===== src/rtl/irq_aggr_pkg.sv =====
package irq_aggr_pkg;
  localparam int unsigned WORD_W  = 32;
  localparam int unsigned MAX_SRC = 64;

  localparam logic [7:0] OFF_EN_LO  = 8'h00;
  localparam logic [7:0] OFF_EN_HI  = 8'h04;
  localparam logic [7:0] OFF_MSK_LO = 8'h08;
  localparam logic [7:0] OFF_MSK_HI = 8'h0C;
  localparam logic [7:0] OFF_ST_LO  = 8'h30;
  localparam logic [7:0] OFF_ST_HI  = 8'h34;

  typedef enum logic [2:0] {
    SEL_NONE,
    SEL_EN_LO,
    SEL_EN_HI,
    SEL_MSK_LO,
    SEL_MSK_HI,
    SEL_ST_LO,
    SEL_ST_HI
  } reg_sel_e;
endpackage


===== src/rtl/irq_sync.sv =====
module irq_sync #(
  parameter int unsigned W = 2
) (
  input  logic         clk_i,
  input  logic         rst_ni,
  input  logic [W-1:0] d_i,
  output logic [W-1:0] q_o
);
  logic [W-1:0] meta_q, sync_q;

  always_ff @(posedge clk_i or negedge rst_ni) begin
    if (!rst_ni) begin
      meta_q <= '0;
      sync_q <= '0;
    end else begin
      meta_q <= d_i;
      sync_q <= meta_q;
    end
  end

  assign q_o = sync_q;
endmodule


===== src/rtl/irq_ctl_word.sv =====
// Holds one per-source control vector (enable or mask); only implemented bits own flops.
module irq_ctl_word
  import irq_aggr_pkg::*;
#(
  parameter int unsigned NUM_SRC = 40
) (
  input  logic               clk_i,
  input  logic               rst_ni,
  input  logic               wr_lo_i,
  input  logic               wr_hi_i,
  input  logic [WORD_W-1:0]  wdata_i,
  output logic [MAX_SRC-1:0] q_o
);
  localparam logic [MAX_SRC-1:0] IMPL =
    (NUM_SRC >= MAX_SRC) ? '1 : ((MAX_SRC'(1) << NUM_SRC) - MAX_SRC'(1));

  for (genvar i = 0; i < MAX_SRC; i++) begin : g_bit
    if (i < NUM_SRC) begin : g_flop
      localparam bit HI_HALF = (i >= WORD_W);
      logic bit_q;
      logic we;
      assign we = HI_HALF ? wr_hi_i : wr_lo_i;
      always_ff @(posedge clk_i or negedge rst_ni) begin
        if (!rst_ni)  bit_q <= 1'b0;
        else if (we)  bit_q <= wdata_i[i % WORD_W];
      end
      assign q_o[i] = bit_q;
    end else begin : g_absent
      assign q_o[i] = 1'b0;
    end
  end

  AST_LO_WRITE_TAKES: assert property (@(posedge clk_i) disable iff (!rst_ni)
    wr_lo_i |=> q_o[WORD_W-1:0] == ($past(wdata_i) & IMPL[WORD_W-1:0])) else $error("lo write");
  AST_HI_WRITE_TAKES: assert property (@(posedge clk_i) disable iff (!rst_ni)
    wr_hi_i |=> q_o[MAX_SRC-1:WORD_W] == ($past(wdata_i) & IMPL[MAX_SRC-1:WORD_W])) else $error("hi write");
  AST_HOLD_NO_WRITE: assert property (@(posedge clk_i) disable iff (!rst_ni)
    (!wr_lo_i && !wr_hi_i) |=> $stable(q_o)) else $error("unexpected change");
endmodule


===== src/rtl/irq_aggr_apb.sv =====
module irq_aggr_apb
  import irq_aggr_pkg::*;
#(
  parameter int unsigned NUM_SRC = 40,
  parameter int unsigned ADDR_W  = 8
) (
  input  logic               clk_i,
  input  logic               rst_ni,
  input  logic               psel_i,
  input  logic               penable_i,
  input  logic               pwrite_i,
  input  logic [ADDR_W-1:0]  paddr_i,
  input  logic [WORD_W-1:0]  pwdata_i,
  output logic [WORD_W-1:0]  prdata_o,
  output logic               pready_o,
  output logic               pslverr_o,
  input  logic [NUM_SRC-1:0] src_i,
  output logic               irq_o
);
  logic [NUM_SRC-1:0] src_s;
  logic [MAX_SRC-1:0] src_w, en_q, msk_q, status;
  reg_sel_e           sel;
  logic               access, wr;

  irq_sync #(.W(NUM_SRC)) u_sync (
    .clk_i (clk_i),
    .rst_ni(rst_ni),
    .d_i   (src_i),
    .q_o   (src_s)
  );

  always_comb begin
    unique case (paddr_i)
      ADDR_W'(OFF_EN_LO):  sel = SEL_EN_LO;
      ADDR_W'(OFF_EN_HI):  sel = SEL_EN_HI;
      ADDR_W'(OFF_MSK_LO): sel = SEL_MSK_LO;
      ADDR_W'(OFF_MSK_HI): sel = SEL_MSK_HI;
      ADDR_W'(OFF_ST_LO):  sel = SEL_ST_LO;
      ADDR_W'(OFF_ST_HI):  sel = SEL_ST_HI;
      default:             sel = SEL_NONE;
    endcase
  end

  assign access = psel_i & penable_i;
  assign wr     = access & pwrite_i;

  irq_ctl_word #(.NUM_SRC(NUM_SRC)) u_en (
    .clk_i  (clk_i),
    .rst_ni (rst_ni),
    .wr_lo_i(wr && sel == SEL_EN_LO),
    .wr_hi_i(wr && sel == SEL_EN_HI),
    .wdata_i(pwdata_i),
    .q_o    (en_q)
  );

  irq_ctl_word #(.NUM_SRC(NUM_SRC)) u_msk (
    .clk_i  (clk_i),
    .rst_ni (rst_ni),
    .wr_lo_i(wr && sel == SEL_MSK_LO),
    .wr_hi_i(wr && sel == SEL_MSK_HI),
    .wdata_i(pwdata_i),
    .q_o    (msk_q)
  );

  assign src_w  = MAX_SRC'(src_s);
  assign status = src_w & en_q & ~msk_q;
  assign irq_o  = |status;

  always_comb begin
    prdata_o = '0;
    if (psel_i) begin
      unique case (sel)
        SEL_EN_LO:  prdata_o = en_q[WORD_W-1:0];
        SEL_EN_HI:  prdata_o = en_q[MAX_SRC-1:WORD_W];
        SEL_MSK_LO: prdata_o = msk_q[WORD_W-1:0];
        SEL_MSK_HI: prdata_o = msk_q[MAX_SRC-1:WORD_W];
        SEL_ST_LO:  prdata_o = status[WORD_W-1:0];
        SEL_ST_HI:  prdata_o = status[MAX_SRC-1:WORD_W];
        default:    prdata_o = '0;
      endcase
    end
  end

  assign pready_o  = 1'b1;
  assign pslverr_o = access & (sel == SEL_NONE);

  AST_ERR_READS_ZERO: assert property (@(posedge clk_i) disable iff (!rst_ni)
    pslverr_o |-> prdata_o == '0) else $error("error data");
  AST_IRQ_HAS_SOURCE: assert property (@(posedge clk_i) disable iff (!rst_ni)
    irq_o |-> |src_s) else $error("irq without source");
  AST_BLOCKED_QUIET: assert property (@(posedge clk_i) disable iff (!rst_ni)
    ((en_q & ~msk_q) == '0) |-> !irq_o) else $error("irq while blocked");
  AST_ST_WRITE_INERT: assert property (@(posedge clk_i) disable iff (!rst_ni)
    (wr && (sel == SEL_ST_LO || sel == SEL_ST_HI)) |=> ($stable(en_q) && $stable(msk_q)))
    else $error("status write changed state");
endmodule


===== config.mk =====
export PLATFORM = sky130hd
export DESIGN_NAME = irq_aggr_apb
export DESIGN_NICKNAME = d
export VERILOG_FILES = /design/src/rtl/irq_aggr_pkg.sv /design/src/rtl/irq_sync.sv /design/src/rtl/irq_ctl_word.sv /design/src/rtl/irq_aggr_apb.sv
export SDC_FILE = /design/constraint.sdc
export NUM_CORES = 1
export LEC_CHECK = 0
export BUFFER_PORTS_ARGS = -buffer_cell sky130_fd_sc_hd__buf_2
export CORE_ASPECT_RATIO = 0.5
export CORE_MARGIN = 4
export CORE_UTILIZATION = 50
export DETAILED_ROUTE_END_ITERATION = 10
export GPL_TIMING_DRIVEN = 0
export PLACE_DENSITY_LB_ADDON = 0.2
export SLEW_MARGIN = 20
export SYNTH_ARGS = -nofsm -noshare
export SYNTH_HDL_FRONTEND = slang
export SYNTH_SLANG_ARGS = --single-unit

===== constraint.sdc =====
create_clock -name clk_i -period 1.8 [get_ports clk_i]
set_clock_uncertainty 0.1 [all_clocks]
set_input_delay 0 -clock clk_i [delete_from_list [all_inputs] [get_ports clk_i]]
set_output_delay 0 -clock clk_i [all_outputs]
set_load 0.02 [all_outputs]

Word level (Yosys, flattened, before mapping)

Cells that the tools add are included.

Register bits after elaboration: 160
Latch bits: 0
Memory bits (writable): 0
ROM bits: 0
Input port bits: 85
Output and inout bits: 35
Logic and storage cells: 109
Memories kept: 0

Add/subtract/negate cells: 0
Multipliers: 0
Divide/modulo/power cells: 0
Order comparisons: 0
Equality and inequality tests: 11
Shift operators: 0
Muxes and demuxes: 3
Bitwise logic cells: 6
Reductions and logical operators: 7

Operators with widths:

| kind                                          | number |
|---|---|
| case mux 32 bit (6 select lines)              | 1 |
| AND 40 x 64 -> 64 bit                         | 1 |
| NOT 40 -> 64 bit                              | 1 |
| OR reduction 64 bit                           | 1 |
| AND 40 bit                                    | 1 |
| two-way mux 32 bit                            | 1 |
| case mux 3 bit (6 select lines)               | 1 |
| == test 8 x 4 -> 1 bit, second input constant | 2 |
| == test 8 x 6 -> 1 bit, second input constant | 2 |
| == test 3 bit, second input constant          | 3 |
| == test 8 x 3 -> 1 bit, second input constant | 1 |
| logical NOT 8 bit                             | 1 |
| == test 3 x 2 -> 1 bit, second input constant | 2 |
| logical AND 1 bit                             | 4 |
| AND 1 bit                                     | 3 |
| == test 3 x 1 -> 1 bit, second input constant | 1 |
| logical NOT 3 bit                             | 1 |

Logic depth before layout (Yosys ltp)

Depth in word-level cells: 5
Depth in mapped cells: 6

Cells and area by module

From an unflattened synthesis, not the netlist that was laid out.

Cell total of the unflattened synthesis: 655
Area total of the unflattened synthesis: 8257.9 µm²

By module, submodules not included:

| module       | instances | cells an instance | area each (µm²) | sequential area each (µm²) |
|---|---|---|---|---|
| irq_ctl_word | 2         | 150               | 2124.5          | 1001.0 |
| irq_aggr_apb | 1         | 275               | 2006.9          | 0.0 |
| irq_sync     | 1         | 80                | 2001.9          | 2001.9 |

Least setup slack after synthesis

No wires, ideal clock.

Path kind: input -> register
Start point: input port paddr_i[5]
End point: register u_msk.g_bit[13].g_flop.bit_q
Library setup time: 0.125 ns
Data arrival time: 1.904 ns
Data required time: 1.575 ns
Path slack: -0.329 ns
Stages on the path: 6
Path through: or4_1 > buf_2 > or4_4 > nor3_4 > buf_6 > mux2_2

Cells in the longest elaborated chain, start to end: 4

RTL lines:

| what                                                 | RTL line           | RTL |
|---|---|---|
| start, declared                                      | irq_aggr_apb.sv:12 | `input logic [ADDR_W-1:0] paddr_i,` |
| == test 8 x 6 -> 1 bit, or another cell as far along | irq_aggr_apb.sv:33 | `unique case (paddr_i)` |
| case mux 3 bit (6 select lines) (*)                  | irq_aggr_apb.sv:33 |  |
| == test 3 x 2 -> 1 bit (*)                           | irq_aggr_apb.sv:59 | `.wr_lo_i(wr && sel == SEL_MSK_LO),` |
| logical AND 1 bit (*)                                | irq_aggr_apb.sv:59 |  |
| end signal, assigned                                 | irq_ctl_word.sv:25 | `else if (we) bit_q <= wdata_i[i % WORD_W];` |
| end, declared                                        | irq_ctl_word.sv:20 | `logic bit_q;` |

Every way passes the cells marked *; elsewhere a longest branch is shown, timed or not.
A chain may end at the register's enable or synchronous reset.

Worst setup path after layout

Start point: register u_sync.sync_q[26] (netlist: u_sync.q_o[26])
End point: output port irq_o

Cells in the longest elaborated chain, start to end: 3

RTL lines:

| what                   | RTL line           | RTL |
|---|---|---|
| start, declared        | irq_sync.sv:9      | `logic [W-1:0] meta_q, sync_q;` |
| start signal, assigned | irq_sync.sv:17     | `sync_q <= meta_q;` |
| AND 40 bit             | irq_aggr_apb.sv:66 | `assign status = src_w & en_q & ~msk_q;` |
| AND 40 x 64 -> 64 bit  | irq_aggr_apb.sv:66 |  |
| OR reduction 64 bit    | irq_aggr_apb.sv:67 | `assign irq_o = \|status;` |
| end, declared          | irq_aggr_apb.sv:18 | `output logic irq_o` |

Every way passes these cells.

==> results.md <==
- P&R area growth vs syn: 48.9%
- Maxcap violations: 0
- Commonest non-fill, non-tap cell in the layout: dfrtp_1
- Yosys top cell area share: 0.611
- Critical Path Slowest Stage Cell: dfrtp_1
- Sw Ratio: 0.235
- Hold Fails Final Rpt: 0
- Worst rel slew slack: 0.661
- Nets@finish: about 810
- Synth area leaders: dfrtp_1 61%, mux2_2 12%, nand3b_1 2.6%
- Post-Place Cells: a little under 800
- Rows: 29
- Max frequency: ~0.5 GHz
- Antenna-violating nets left: 0
- Initial Util: 0.515
- CTS sink count: 160
- Overflow left after global routing: 0
- TritonCTS Buffers: 17
- Hold Crit Class: in -> async
- Global placement routability congestion: between 0.8 and 0.9
- Top Family by Delay on Critical Path: compound AO/OA/AOI/OAI gates
- Req. time, crit path: 1.70 ns
- Syn_nets: 580
- DRT iter0 DRCs: ~460
- Library cells used by synthesis: between 40 and 50
- CP peak stage delay: 0.38 ns
- Min Tclk post-route: roughly 2 ns
- Layout Cells excl Fill: around 910
- Highest net fanout along the worst path: 2
- Final setup fails: 47
- Gr usage total: 0.251
- Die Area: around 0.015 mm^2
- H-tree Lvls: 4
- Sw Pwr: ~0.0018 W
- Initial antenna violation count: 0
- Layout cell share with drive strength beyond 1: 0.462
- Util after Layout: 0.766
- Status: finished with violations
- Vias in the first global route: ~5200
- Filler cell count: approximately 770
- Most frequent cells in the layout: 160 x dfrtp_1, 82 x buf_2, 73 x dlygate4sd3_1
- Flop pwr share: 0.480
- Setup TNS: -1.82 ns
- Async SR Flop Fraction: 1.00
- Startpoint Class: flip-flop
- Worst Path Buf+Inv: 1
- Clk_lat worst skew: 0.42 ns
- Total Wirelength: between 15 and 20 mm
- Worst path arrival time: around 1.9 ns
- Die H: 89.0 um
- R2r setup slk: a little under 0.8 ns
- CTS Buffer Depth: 2
- Pwr Density: slightly above 800 mW/mm^2
- Comb power frac: 0.073
- Synthesized area: around 0.0066 mm^2
- First-pass GRT wire length: between 20 and 30 mm
- Synthesized flop and latch total: 160
- Slew @ Worst Pin: between 0.5 and 0.6 ns
- Routed length per instance: roughly 21 um
- # diodes: 0
- Yosys warnings: 0
- Final Cell Area: ~0.0098 mm^2
- Leakage: 4.47 nW
- Instance area at placement: 0.00753 mm^2
- Drt pass-1 iters: 5
- Critical Path Sink Type: output pin
- Die width: about 170 um
- Core area: about 0.013 mm^2
- Crit path kind: reg -> out
- Seq/Total Area, Yosys: 0.611
- CTS tree: built
- Clk root buf: clkbuf_16
- Drc violations: 0
- Number of synthesized flops with an enable pin: 0
- Post-Syn Instances: between 400 and 500
- Worst-path cell chain: nor2b_4 > a22o_1 > a2111oi_4 > nand4_1 > buf_4
- Failing checks: negative setup slack
- RSZ-0062 raised after global routing: true
- Internal Pwr Total: 0.00601 W
- Routed vias: 5104
- Via density: about 5.6
- Max-slew violation count: 0
- IR drop worst, VDD: 0.000555 V
- Largest net degree at the start of global routing: approximately 100
- Post-synth top area cell: dfrtp_1
- Final Cycle Share: 1.12
- Crit path setup slack, layout: -0.224 ns
- Top Ports: 120
- Clk pwr share: 0.447
- Synthesized area per cell: around 13 um^2
- Clock transition at path regs: approximately 0.060 ns
- Synth Flop Type: dfrtp_1
- HPWL after DPL: 11.4 mm
- Port Buffers: about 120
## kinds of logic (layout without fill, tap and decap cells)
logic type	Yosys count	after routing	synth area share
and+or+nand+nor	121	121	0.110
muxes	100	100	0.171
AOI/OAI and AO/OA	81	81	0.0850
buffers and inverters	32	278	0.0227
other	1	1	0.000572
DFF	160	160	0.611
## metrics by stage
stage               total power (W)  hold slack [ns]  worst slack (ns)
finish                      0.00786         0.000690            -0.224
global route                0.00812           0.0358            -0.238
CTS                         0.00787           0.0128            -0.179
detailed placement          0.00421           -0.146            -0.904
global placement            0.00419          0.00783             -1.71
floorplan                   0.00396           -0.396            -0.270
## sequential cells by signal, summed over array words and instances (netlist names)
| register | count |
|---|---|
| u_en.g_bit.g_flop.bit_q | 40 |
| u_msk.g_bit.g_flop.bit_q | 40 |
| u_sync.meta_q | 40 |
| u_sync.q_o | 40 |
## per-layer routing
layer	global-route usage	part of all wire	wire length, um
met5	0	0	0
met4	0.0630	0.0086	164
met3	0.0685	0.064	1220
met2	0.406	0.48	9040
met1	0.345	0.45	8540
## power groups by stage
stage | Sequential (W) | Combinational, W | Clock [W]
2_1_floorplan | 0.00381 | 0.000144 | 0
3_5_place_dp | 0.00383 | 0.000382 | 0
3_3_place_gp | 0.00383 | 0.000366 | 0
5_1_grt | 0.00378 | 0.000626 | 0.00371
6_report | 0.00377 | 0.000577 | 0.00351
4_1_cts | 0.00377 | 0.000558 | 0.00355
## final timing paths
check                                               end                         start  cells after the start
setup / recovery                                  irq_o                u_sync.q_o[26]                      5
hold / removal                            u_sync.q_o[5]                        rst_ni                      2
setup reg to reg           u_msk.g_bit[32].g_flop.bit_q  u_msk.g_bit[32].g_flop.bit_q                      2
hold reg to reg                          u_sync.q_o[33]             u_sync.meta_q[33]                      0
max in group asynchronous                u_sync.q_o[21]                        rst_ni                      3
min in group clk_i                    u_sync.meta_q[17]                     src_i[17]                      2
## area by class of cell
class / count / area, um^2 / area share
flip-flops and latches: 160 / 4000 / 0.410
repair buffers: 216 / 1820 / 0.186
multi-input cells: 303 / 2860 / 0.293
plain buffers: 22 / 258 / 0.0264
well taps: 170 / 213 / 0.0218
inverters: 8 / 30.0 / 0.00308
clock buffers: 19 / 453 / 0.0464
clock inverters: 13 / 123 / 0.0126
## cells in the mapped netlist, types with 3 or more instances
cell       count
nor3_1         3
o21ai_0       16
buf_6          3
nand2_1       21
a32oi_1        7
or3_1          3
clkbuf_1      14
nand3_1        8
dfrtp_1      160
buf_1          4
nor2b_1       12
o2111ai_1      4
o211ai_1      12
a21oi_1       20
mux2_2        72
nand3b_1      23
nor2_1        17
nor4_1         4
o22a_1        10
inv_1          8
nand2b_1      12
mux2_1        13
o2bb2ai_1      4
nand4_1        3
mux2i_1       14
## repair_timing
item | in CTS | in global routing
pin swaps | 20 | 24
setup endpoints to repair | 81 | 73
gates resized for setup | 134 | 63
buffers inserted | 18 | 4
hold buffers | 73 | 0
endpoints found under the hold margin | 280 | 0
gates cloned | 3 | 2
Power figures use the tool's default switching activity.
